<file path="config.mk">
export PLATFORM = sky130hd
export DESIGN_NAME = rst_supervisor
export DESIGN_NICKNAME = d
export VERILOG_FILES = /design/src/rtl/rst_sup_pkg.sv /design/src/rtl/rst_sup_sync.sv /design/src/rtl/rst_sup_filter.sv /design/src/rtl/rst_sup_timer.sv /design/src/rtl/rst_supervisor.sv
export SDC_FILE = /design/constraint.sdc
export NUM_CORES = 1
export LEC_CHECK = 0
export BUFFER_PORTS_ARGS = -buffer_cell sky130_fd_sc_hd__buf_2
export CAP_MARGIN = 5
export CORE_ASPECT_RATIO = 0.75
export CORE_MARGIN = 5
export CORE_UTILIZATION = 45
export CTS_CLUSTER_DIAMETER = 50
export CTS_CLUSTER_SIZE = 16
export DETAILED_ROUTE_END_ITERATION = 12
export GPL_TIMING_DRIVEN = 0
export PLACE_DENSITY = 0.61
export SLEW_MARGIN = 30
export SYNTH_ARGS = -nofsm -noshare
export SYNTH_HDL_FRONTEND = slang
export SYNTH_SLANG_ARGS = --single-unit
</file>
<file path="constraint.sdc">
create_clock -name clk -period 2.62 [get_ports clk]
set_input_delay 0.393 -clock clk [delete_from_list [all_inputs] [get_ports clk]]
set_output_delay 0.393 -clock clk [all_outputs]
set_load 0.03 [all_outputs]
</file>
<file path="src/rtl/rst_sup_pkg.sv">
package rst_sup_pkg;

    localparam int unsigned SYNC_STAGES = 2;

    // Bits needed for a counter that runs 0 .. limit-1
    function automatic int unsigned cnt_bits(input int unsigned limit);
        return (limit < 2) ? 1 : $clog2(limit);
    endfunction

endpackage

</file>
<file path="src/rtl/rst_sup_sync.sv">
module rst_sup_sync #(
    parameter int unsigned STAGES  = rst_sup_pkg::SYNC_STAGES,
    parameter bit          RST_VAL = 1'b0
) (
    input  logic clk,
    input  logic arst_n,
    input  logic din,
    output logic dout
);

    logic [STAGES-1:0] chain_d, chain_q;

    always_comb begin
        chain_d = {chain_q[STAGES-2:0], din};
    end

    always_ff @(posedge clk or negedge arst_n) begin
        if (!arst_n) begin
            chain_q <= {STAGES{RST_VAL}};
        end else begin
            chain_q <= chain_d;
        end
    end

    assign dout = chain_q[STAGES-1];

endmodule

</file>
<file path="src/rtl/rst_sup_filter.sv">
module rst_sup_filter #(
    parameter int unsigned MIN_LOW_CYC = 20
) (
    input  logic clk,
    input  logic arst_n,
    input  logic pin_s,
    input  logic mask,
    output logic fire
);

    localparam int unsigned FW = rst_sup_pkg::cnt_bits(MIN_LOW_CYC);

    typedef struct packed {
        logic          armed;
        logic [FW-1:0] cnt;
        logic          fire;
    } flt_t;

    flt_t st_d, st_q;

    always_comb begin
        st_d      = st_q;
        st_d.fire = 1'b0;
        if (mask) begin
            st_d.armed = 1'b0;
            st_d.cnt   = '0;
        end else if (pin_s) begin
            st_d.armed = 1'b1;
            st_d.cnt   = '0;
        end else if (st_q.armed) begin
            if (st_q.cnt == FW'(MIN_LOW_CYC - 1)) begin
                st_d.fire  = 1'b1;
                st_d.armed = 1'b0;
                st_d.cnt   = '0;
            end else begin
                st_d.cnt = st_q.cnt + FW'(1);
            end
        end
    end

    always_ff @(posedge clk or negedge arst_n) begin
        if (!arst_n) begin
            st_q <= '0;
        end else begin
            st_q <= st_d;
        end
    end

    assign fire = st_q.fire;

    // a request is a single-cycle pulse
    p_fire_single_r6: assert property (@(posedge clk) disable iff (!arst_n)
        st_q.fire |=> !st_q.fire);

    // the block's own drive never yields a request
    p_masked_no_fire_r6: assert property (@(posedge clk) disable iff (!arst_n)
        mask |=> !st_q.fire);

    // a request only follows a low sample on the pin
    p_fire_after_low_r4: assert property (@(posedge clk) disable iff (!arst_n)
        $rose(st_q.fire) |-> $past(!pin_s));

endmodule

</file>
<file path="src/rtl/rst_sup_timer.sv">
module rst_sup_timer #(
    parameter int unsigned HOLD_CYC = 40_000_000
) (
    input  logic clk,
    input  logic arst_n,
    input  logic pg_s,
    input  logic press,
    output logic active
);

    localparam int unsigned CW = rst_sup_pkg::cnt_bits(HOLD_CYC);

    typedef struct packed {
        logic          active;
        logic [CW-1:0] cnt;
    } tmr_t;

    tmr_t st_d, st_q;

    always_comb begin
        st_d = st_q;
        if (!pg_s || press) begin
            st_d.active = 1'b1;
            st_d.cnt    = '0;
        end else if (st_q.active) begin
            if (st_q.cnt == CW'(HOLD_CYC - 1)) begin
                st_d.active = 1'b0;
                st_d.cnt    = '0;
            end else begin
                st_d.cnt = st_q.cnt + CW'(1);
            end
        end
    end

    always_ff @(posedge clk or negedge arst_n) begin
        if (!arst_n) begin
            st_q <= '{active: 1'b1, cnt: '0};
        end else begin
            st_q <= st_d;
        end
    end

    assign active = st_q.active;

    // an accepted request starts a fresh interval
    p_start_on_press_r3: assert property (@(posedge clk) disable iff (!arst_n)
        (pg_s && press) |=> (st_q.active && st_q.cnt == '0));

    // the interval is not cut short while counting
    p_hold_until_done_r5: assert property (@(posedge clk) disable iff (!arst_n)
        (pg_s && !press && st_q.active && st_q.cnt < CW'(HOLD_CYC - 1)) |=> st_q.active);

    // reset never starts without a cause
    p_no_spurious_start_r4: assert property (@(posedge clk) disable iff (!arst_n)
        $rose(st_q.active) |-> ($past(press) || $past(!pg_s)));

    // a synchronized power loss restarts the count
    p_power_restart_r7: assert property (@(posedge clk) disable iff (!arst_n)
        !pg_s |=> (st_q.active && st_q.cnt == '0));

endmodule

</file>
<file path="src/rtl/rst_supervisor.sv">
module rst_supervisor #(
    parameter int unsigned HOLD_CYC    = 40_000_000,
    parameter int unsigned MIN_LOW_CYC = 20
) (
    input  logic clk,
    input  logic power_good,
    input  logic mr_in,
    output logic rst_o,
    output logic rst_n_o,
    output logic rst_oe
);

    logic pg_s;
    logic mr_s;
    logic fire;
    logic active;

    // Reset synchronizer: cleared at once by power loss, released through the chain
    rst_sup_sync #(.RST_VAL(1'b0)) u_pg_sync (
        .clk    (clk),
        .arst_n (power_good),
        .din    (1'b1),
        .dout   (pg_s)
    );

    rst_sup_sync #(.RST_VAL(1'b1)) u_mr_sync (
        .clk    (clk),
        .arst_n (power_good),
        .din    (mr_in),
        .dout   (mr_s)
    );

    rst_sup_filter #(.MIN_LOW_CYC(MIN_LOW_CYC)) u_filter (
        .clk    (clk),
        .arst_n (power_good),
        .pin_s  (mr_s),
        .mask   (active),
        .fire   (fire)
    );

    rst_sup_timer #(.HOLD_CYC(HOLD_CYC)) u_timer (
        .clk    (clk),
        .arst_n (power_good),
        .pg_s   (pg_s),
        .press  (fire),
        .active (active)
    );

    assign rst_o   = active;
    assign rst_n_o = ~active;
    assign rst_oe  = active;

    // power loss always shows as an asserted reset at the next edge
    always_ff @(posedge clk) begin
        if (!power_good) begin
            p_pg_low_asserts_r1: assert (rst_oe && rst_o && !rst_n_o)
                else $error("reset not asserted while power_good low");
        end
    end

    // the own drive on the pin does not re-trigger right after release
    p_no_self_retrigger_r6: assert property (@(posedge clk) disable iff (!power_good)
        $fell(active) |=> !active);

endmodule

</file>
Word-level counts from Yosys, hierarchy flattened. Cells that the tools add are included.

Reductions and logical operators: 4. Eq/ne operators: 2. Add/sub/neg operators: 2. Bitwise gates (word level): 1. Mux-type cells: 12.

Operators by type and width (count): $mux 27 (2); $add 26x1->26 const B (1); $eq 26x26->1 const B (1); $mux 26 (1); $mux 6 (2); $mux 7 (1); $add 5x1->5 const B (1); $eq 5x5->1 const B (1); $mux 1 (5); $mux 5 (1); $reduce_bool 3->1 (1); $reduce_bool 2->1 (1); $logic_not 1->1 (1); $logic_or 1x1->1 (1); $not 1->1 (1).

Flip-flop bits (word level): 38.

Logic depth before layout (Yosys ltp). Gate-level depths: netlist (run 1).

Depth in word-level cells: 5. Gate-level depth with buffers: 7.

Cells and area by module. From an unflattened synthesis (run 1), not the netlist that was laid out.

Cell total of the unflattened synthesis: 234. Area total of the unflattened synthesis: 2190.9 sq um.

Modules (own cells, without submodules): rst_sup_timer (area an instance 1734.2 sq um, cells an instance 195, times used 1); rst_sup_filter (area an instance 339.1 sq um, cells an instance 32, times used 1); rst_sup_sync at u_mr_sync (area an instance 52.6 sq um, cells an instance 2, times used 1); rst_sup_sync at u_pg_sync (area an instance 50.0 sq um, cells an instance 2, times used 1); rst_supervisor (area an instance 15.0 sq um, cells an instance 3, times used 1).

Least setup slack after synthesis (run 1). OpenSTA, ideal clock, no wires.

Kind: register to register. Start: register u_timer.st_q[20] in the netlist's numbering. End: register u_timer.st_q[11] in the netlist's numbering. Path buffers: 0. Clock period less this slack: 1.860 ns. Arrival: 1.734 ns. Slack: 0.760 ns. Cell stages (with the launch flop): 6. Library setup time: 0.126 ns. Cells stage by stage: dfrtp_1 > or3_1 > nor4_4 > nand3_1 > a21oi_1 > o22ai_1.

Cells in the longest elaborated chain, start to end: 4.

Ends and longest elaborated chain: start, declared (RTL line rst_sup_timer.sv:18) `tmr_t st_d, st_q;`; start signal, assigned (RTL line rst_sup_timer.sv:37) `st_q <= '{active: 1'b1, cnt: '0};`; start signal, assigned (RTL line rst_sup_timer.sv:39) `st_q <= st_d;`; $eq 26x26->1 (RTL line rst_sup_timer.sv:26) `if (st_q.cnt == CW'(HOLD_CYC - 1)) begin`; $mux 26 (RTL line rst_sup_timer.sv:26); $mux 27 (RTL line rst_sup_timer.sv:25) `end else if (st_q.active) begin`; $mux 27 (RTL line rst_sup_timer.sv:22) `if (!pg_s || press) begin`.

No other way between the ends. The select of a mux whose other input is x is not followed. A chain may end at the register's enable or synchronous reset.

Final worst setup path (run 1).
Start: register u_timer.st_q[20] in the netlist's numbering. End: register u_timer.st_q[3] in the netlist's numbering.

The elaborated chain is that of the path after synthesis.

==> impl_metrics.py, run 1 <==
metrics = {
    "final_layout": {
        "syn_to_final_growth_pct": 12.1,
        "final_area_mm2": 0.00223,
        "nFillCells": 419,
        "mostFrequentLayoutCell": "dfrtp_1",
        "finalNetCount": 229,
        "most-common-layout-cells": "dfrtp_1 (35), nand2_1 (24), nor2_1 (17), a21oi_1 (13), nand3_1 (13)",
        "final_layout_size_suffix_gt1_share_pct": 11.1,
        "antenna_cells": 0,
    },
    "routing": {
        "drt_pass1_iterations": 4,
        "avgRoutedWirePerCell_um": 15.7,
        "route.detailed.drc": 0,
        "via_count": 1641,
        "postRouteWirelength_mm": 4.44,
        "final_antenna_net_count": 0,
        "vias_per_cell": 5.82,
        "drt_iter0_drc": 153,
    },
    "critical_path": {
        "start_kind": "flip-flop",
        "crit_family": "simple AND/OR/NAND/NOR gates",
        "required_ps": 2790,
        "path_class": "flip-flop to flip-flop",
        "crit_arrival_ps": 2450,
        "path_max_fanout": 8,
        "slowest_delay_ps": 490,
        "crit_buf_inv": 0,
        "worstPathCellList": "or3_1 > nor4_4 > nand3_1 > nand2_1 > o22ai_1",
        "worstSetupEndpointType": "flip-flop",
        "slowest_stage": "nor4_4",
    },
    "synthesis": {
        "synthFlopType": "dfrtp_1",
        "yosysWarnings": 0,
        "yosysUniqueCellTypes": 43,
        "async_flop_share_pct": 100,
        "synth_cells": 212,
        "syn_nets": 217,
        "syn_area_per_cell_um2": 9.38,
        "synth_edf_count": 0,
        "seq_area_frac_synth_pct": 48.0,
        "synth_area_mm2": 0.00199,
        "ys_ff_latch": 38,
    },
    "grt": {
        "grt.total_usage_pct": 17.4,
        "grt_max_degree": 39,
        "antenna_found_initial": 0,
        "grt_pass1_vias": 1516,
        "grt_overflow": 0,
        "met1_usage_pct": 26.5,
        "met2_usage_pct": 23.1,
        "grt_first_pass_wirelength_mm": 7.77,
        "globalRouteMet3Util_pct": 3.66,
        "grt.busiest_layer": "met1",
    },
    "placement": {
        "port_buffers": 5,
        "hpwl_mm": 2.98,
        "dpl-instance-area_mm2": 0.00208,
        "finalWeightedCongestion": 0.874,
    },
    "sta": {
        "hold_viol": 0,
        "slew_violations": 0,
        "period_needed_ps": 2280,
        "tns_ps": 0,
        "tightest_slew_ps": 578,
        "period_share_pct": 87.1,
        "setup_viol": 0,
        "rsz0062_at_grt": "no",
        "max_freq_ghz": 0.438,
        "clock_skew_ps": 8.51,
        "relSlewSlack_pct": 61.3,
    },
    "power_and_ir_drop": {
        "peakVddDrop_uv": 349,
        "p_leak_nw": 0.934,
        "power.density_mw_per_mm2": 563,
        "p_total_w": 0.00126,
    },
    "floorplanning": {
        "start_util_pct": 45.6,
        "die_x_um": 86.8,
        "die-area_mm2": 0.00586,
        "die_h_um": 67.6,
        "pin_count": 6,
        "core_area_mm2": 0.00436,
        "rows": 21,
    },
    "clock_tree": {
        "postCtsSetupBuffers": 0,
        "root_buffer": "clkbuf_8",
        "clock-sinks": 38,
        "cts_buffer_depth": 2,
        "cts_repair_resize_count": 0,
        "clk_pin_slew_ps": 80,
        "clk_latency_ps": 290,
        "hold_buffers": 0,
        "numCtsBuffers": 5,
        "htree_levels": 2,
        "cts_tree": "yes",
    },
    "min_path": {
        "hold_path_class": "input port to asynchronous set/reset pin",
    },
    "flow_run": {
        "max-cap-violations": 0,
    },
    "status": {
        "run_status": "completed",
    },
}
per-layer routing:
metal / up-vias / routed length (um)
met5: - / 0
met4: 0 / 91
met3: 10 / 233
met2: 47 / 1750
met1: 780 / 2360
li1: 804 / -
sequential cells by signal, summed over array words and instances, names as in the netlist:
register	flops
u_filter.st_q	6
u_timer.active	1
u_pg_sync.chain_q	2
u_filter.fire	1
u_timer.st_q	26
u_mr_sync.chain_q	2
through the flow:
stage | utilization (%) | cells | hold slack (ps) | setup WS (ps)
after detailed placement | 47.8 | 274 | 336 | 399
after global placement | 47.8 | 274 | 332 | 399
after global routing | 51.1 | 282 | 93.7 | 193
final | 51.1 | 282 | 53.3 | 338
after CTS | 51.1 | 282 | 183 | 342
after floorplan | - | 212 | 97.4 | 760
where the power goes:
part / internal (W) / total [W] / switching (W)
Sequential: 0.000594 / 0.000600 / 0.00000534
Combinational: 0.00000984 / 0.0000387 / 0.0000289
Clock: 0.000406 / 0.000617 / 0.000211
worst register-to-register path: stages, from the launching register on:
cell     delay [ps]
dfrtp_1         430
or3_1           440
nor4_4          490
nand3_1         400
nand2_1         280
o22ai_1         110
synth_stat cells, types with 6 or more instances:
cell / n / share of area (%)
a21oi_1: 13 / 3.3
a31oi_1: 6 / 1.9
and3_1: 9 / 2.8
clkbuf_1: 7 / 1.3
dfrtp_1: 35 / 44
nand2_1: 24 / 4.5
nand3_1: 13 / 3.3
nand4_1: 10 / 3.1
nor2_1: 17 / 3.2
o21ai_0: 7 / 1.8
xor2_1: 7 / 3.1
kinds of logic (layout without fill, tap and decap cells):
| logic type | Yosys count | in the layout | share of synthesized area (%) |
|---|---|---|---|
| DFF | 38 | 38 | 48.0 |
| buffers and inverters | 14 | 27 | 2.89 |
| adders and majority gates | 2 | 2 | 1.26 |
| and+or+nand+nor | 102 | 102 | 27.9 |
| muxes | 2 | 2 | 1.01 |
| AOI/OAI and AO/OA | 46 | 46 | 15.6 |
| xor gates and xnor gates | 7 | 7 | 3.08 |
| other | 1 | 1 | 0.189 |
final timing paths:
| path | from | to | slack, ps | cells past startpoint |
|---|---|---|---|---|
| worst min-delay path | power_good | u_timer.st_q[24] | 50 | 1 |
| min in group clk | mr_in | u_mr_sync.chain_q[0] | 200 | 1 |
| worst max register to register | u_timer.st_q[20] | u_timer.st_q[3] | 340 | 5 |
| worst max-delay path | u_timer.st_q[20] | u_timer.st_q[3] | 340 | 5 |
| worst min register to register | u_pg_sync.chain_q[0] | u_pg_sync.chain_q[1] | 350 | 0 |
| max in group asynchronous | power_good | u_mr_sync.chain_q[0] | 2200 | 1 |
cell type report:
cell class / instances / area (um2) / share of cell area, %
clock buffers: 6 / 82.6 / 3.70
multi-input cells: 160 / 976 / 43.8
inverters: 4 / 15.0 / 0.673
plain buffers: 10 / 42.5 / 1.91
clock inverters: 2 / 60.1 / 2.69
repair buffers: 5 / 27.5 / 1.23
flip-flops and latches: 38 / 955 / 42.8
well taps: 57 / 71.3 / 3.20
No activity file was read; power rests on OpenSTA's default activity.
==> run 2, diff against run 1 <==
Settings changed: BUFFER_PORTS_ARGS -buffer_cell sky130_fd_sc_hd__buf_2 to -buffer_cell sky130_fd_sc_hd__clkbuf_2, HOLD_SLACK_MARGIN set to 0.05.
==> impl_metrics.py, run 2 (synthesis gave the netlist of run 1 again) <==
metrics = {
    "sta": {
        "hold_viol": 0,
        "rsz0062_at_grt": "no",
        "period_share_pct": 88.3,
        "relSlewSlack_pct": 62.1,
        "max_freq_ghz": 0.432,
        "tns_ps": 0,
        "slew_violations": 0,
        "period_needed_ps": 2310,
        "whs_ps": 52.2,
        "clock_skew_ps": 10.2,
        "setup_viol": 0,
        "tightest_slew_ps": 564,
    },
    "final_layout": {
        "finalNetCount": 229,
        "syn_to_final_growth_pct": 9.13,
        "largest_reg_flops": 26,
        "final_layout_size_suffix_gt1_share_pct": 10.7,
        "nFillCells": 437,
        "multi_input_area_um2": 976,
        "most-common-layout-cells": "dfrtp_1 (35), nand2_1 (24), nor2_1 (17), a21oi_1 (13), nand3_1 (13)",
        "antenna_cells": 0,
        "top_regs": "u_timer.st_q (26), u_filter.st_q (6)",
        "seq_area_um2": 955,
        "regMostFlops": "u_timer.st_q",
        "postLayoutCoreUtil_pct": 49.7,
        "mostFrequentLayoutCell": "dfrtp_1",
    },
    "critical_path": {
        "r2r-start": "u_timer.st_q[20]",
        "path_class": "flip-flop to primary output",
        "start_kind": "flip-flop",
        "r2r_end": "u_timer.st_q[3]",
        "ff2ff_path_depth": 5,
        "path_max_fanout": 10,
        "crit_arrival_ps": 1920,
        "required_ps": 2230,
        "rrSetupSlack_ps": 360,
        "worstSetupEndpointType": "primary output",
    },
    "clock_tree": {
        "clk_pin_slew_ps": 80,
        "root_buffer": "clkbuf_8",
        "clk_latency_ps": 290,
        "cts_tree": "yes",
        "numCtsBuffers": 5,
        "postCtsSetupBuffers": 0,
        "htree_levels": 2,
        "cts_buffer_depth": 2,
        "hold_buffers": 0,
        "cts_repair_resize_count": 0,
        "clock-sinks": 38,
    },
    "power_and_ir_drop": {
        "power.density_mw_per_mm2": 478,
        "peakVddDrop_uv": 303,
        "p_leak_nw": 0.909,
    },
    "status": {
        "run_status": "completed",
    },
    "floorplanning": {
        "start_util_pct": 45.6,
        "die_x_um": 86.8,
        "pin_count": 6,
        "die_h_um": 67.6,
        "core_area_mm2": 0.00436,
        "die-area_mm2": 0.00586,
        "rows": 21,
    },
    "grt": {
        "grt_pass1_vias": 1515,
        "antenna_found_initial": 0,
        "grt.total_usage_pct": 17.3,
        "grt_overflow": 0,
        "grt_first_pass_wirelength_mm": 7.69,
        "grt_max_degree": 39,
    },
    "min_path": {
        "hold_path_class": "input port to asynchronous set/reset pin",
    },
    "routing": {
        "avgRoutedWirePerCell_um": 16.1,
        "final_antenna_net_count": 0,
        "via_count": 1643,
        "route.detailed.drc": 0,
        "postRouteWirelength_mm": 4.55,
        "drt_iter0_drc": 197,
        "drt_pass1_iterations": 4,
        "vias_per_cell": 5.83,
    },
    "placement": {
        "hpwl_mm": 3.11,
        "port_buffers": 5,
        "finalWeightedCongestion": 0.882,
    },
    "flow_run": {
        "max-cap-violations": 0,
    },
}
## run 2: worst max-delay path, cell delays in order, from the launching register on
cell,delay [ps]
dfstp_2,540
clkbuf_1,390
inv_1,160
clkbuf_1,280
clkbuf_2,260
## run 2: metal layers
metal / vias to the layer above / wire, um / share of wire (%) / GRT usage [%]
met5: - / 0 / 0 / 0
met4: 0 / 25 / 0.55 / 6.61
met3: 3 / 262 / 5.8 / 4.15
met2: 42 / 1860 / 41 / 23.1
met1: 792 / 2400 / 53 / 26.6
li1: 806 / - / - / -
## run 2: how the worst max path moves through the flow
stage | endpoint | slack [ps] | cells past startpoint | start
finish | rst_n_o | 310 | 4 | u_timer.active
detailed placement | u_timer.st_q[3] | 400 | 5 | u_timer.st_q[20]
CTS | rst_n_o | 320 | 4 | u_timer.active
floorplan | u_timer.st_q[11] | 760 | 5 | u_timer.st_q[20]
global placement | u_timer.st_q[11] | 390 | 5 | u_timer.st_q[20]
global route | rst_n_o | 180 | 4 | u_timer.active
## run 2: power by group
| part | internal [W] | switching, W |
|---|---|---|
| Combinational | 0.0000101 | 0.0000298 |
| Sequential | 0.000594 | 0.00000541 |
| Clock | 0.000185 | 0.000213 |
## run 2: final cells by class
cell class,instances,area share [%]
plain buffers,10,1.96
clock buffers,6,3.34
clock inverters,2,0.461
inverters,4,0.692
multi-input cells,160,45.0
flip-flops and latches,38,44.0
well taps,57,3.29
repair buffers,5,1.27
## run 2: per-stage QoR
stage	area, um2	instances	total power (W)	setup WS (ps)
4_1_cts	2170	282	0.00104	322
6_report	2170	282	0.00104	306
5_1_grt	2170	282	0.00108	185
2_1_floorplan	1990	212	0.000629	760
3_5_place_dp	2080	274	0.000652	399
3_3_place_gp	2080	274	0.000650	392
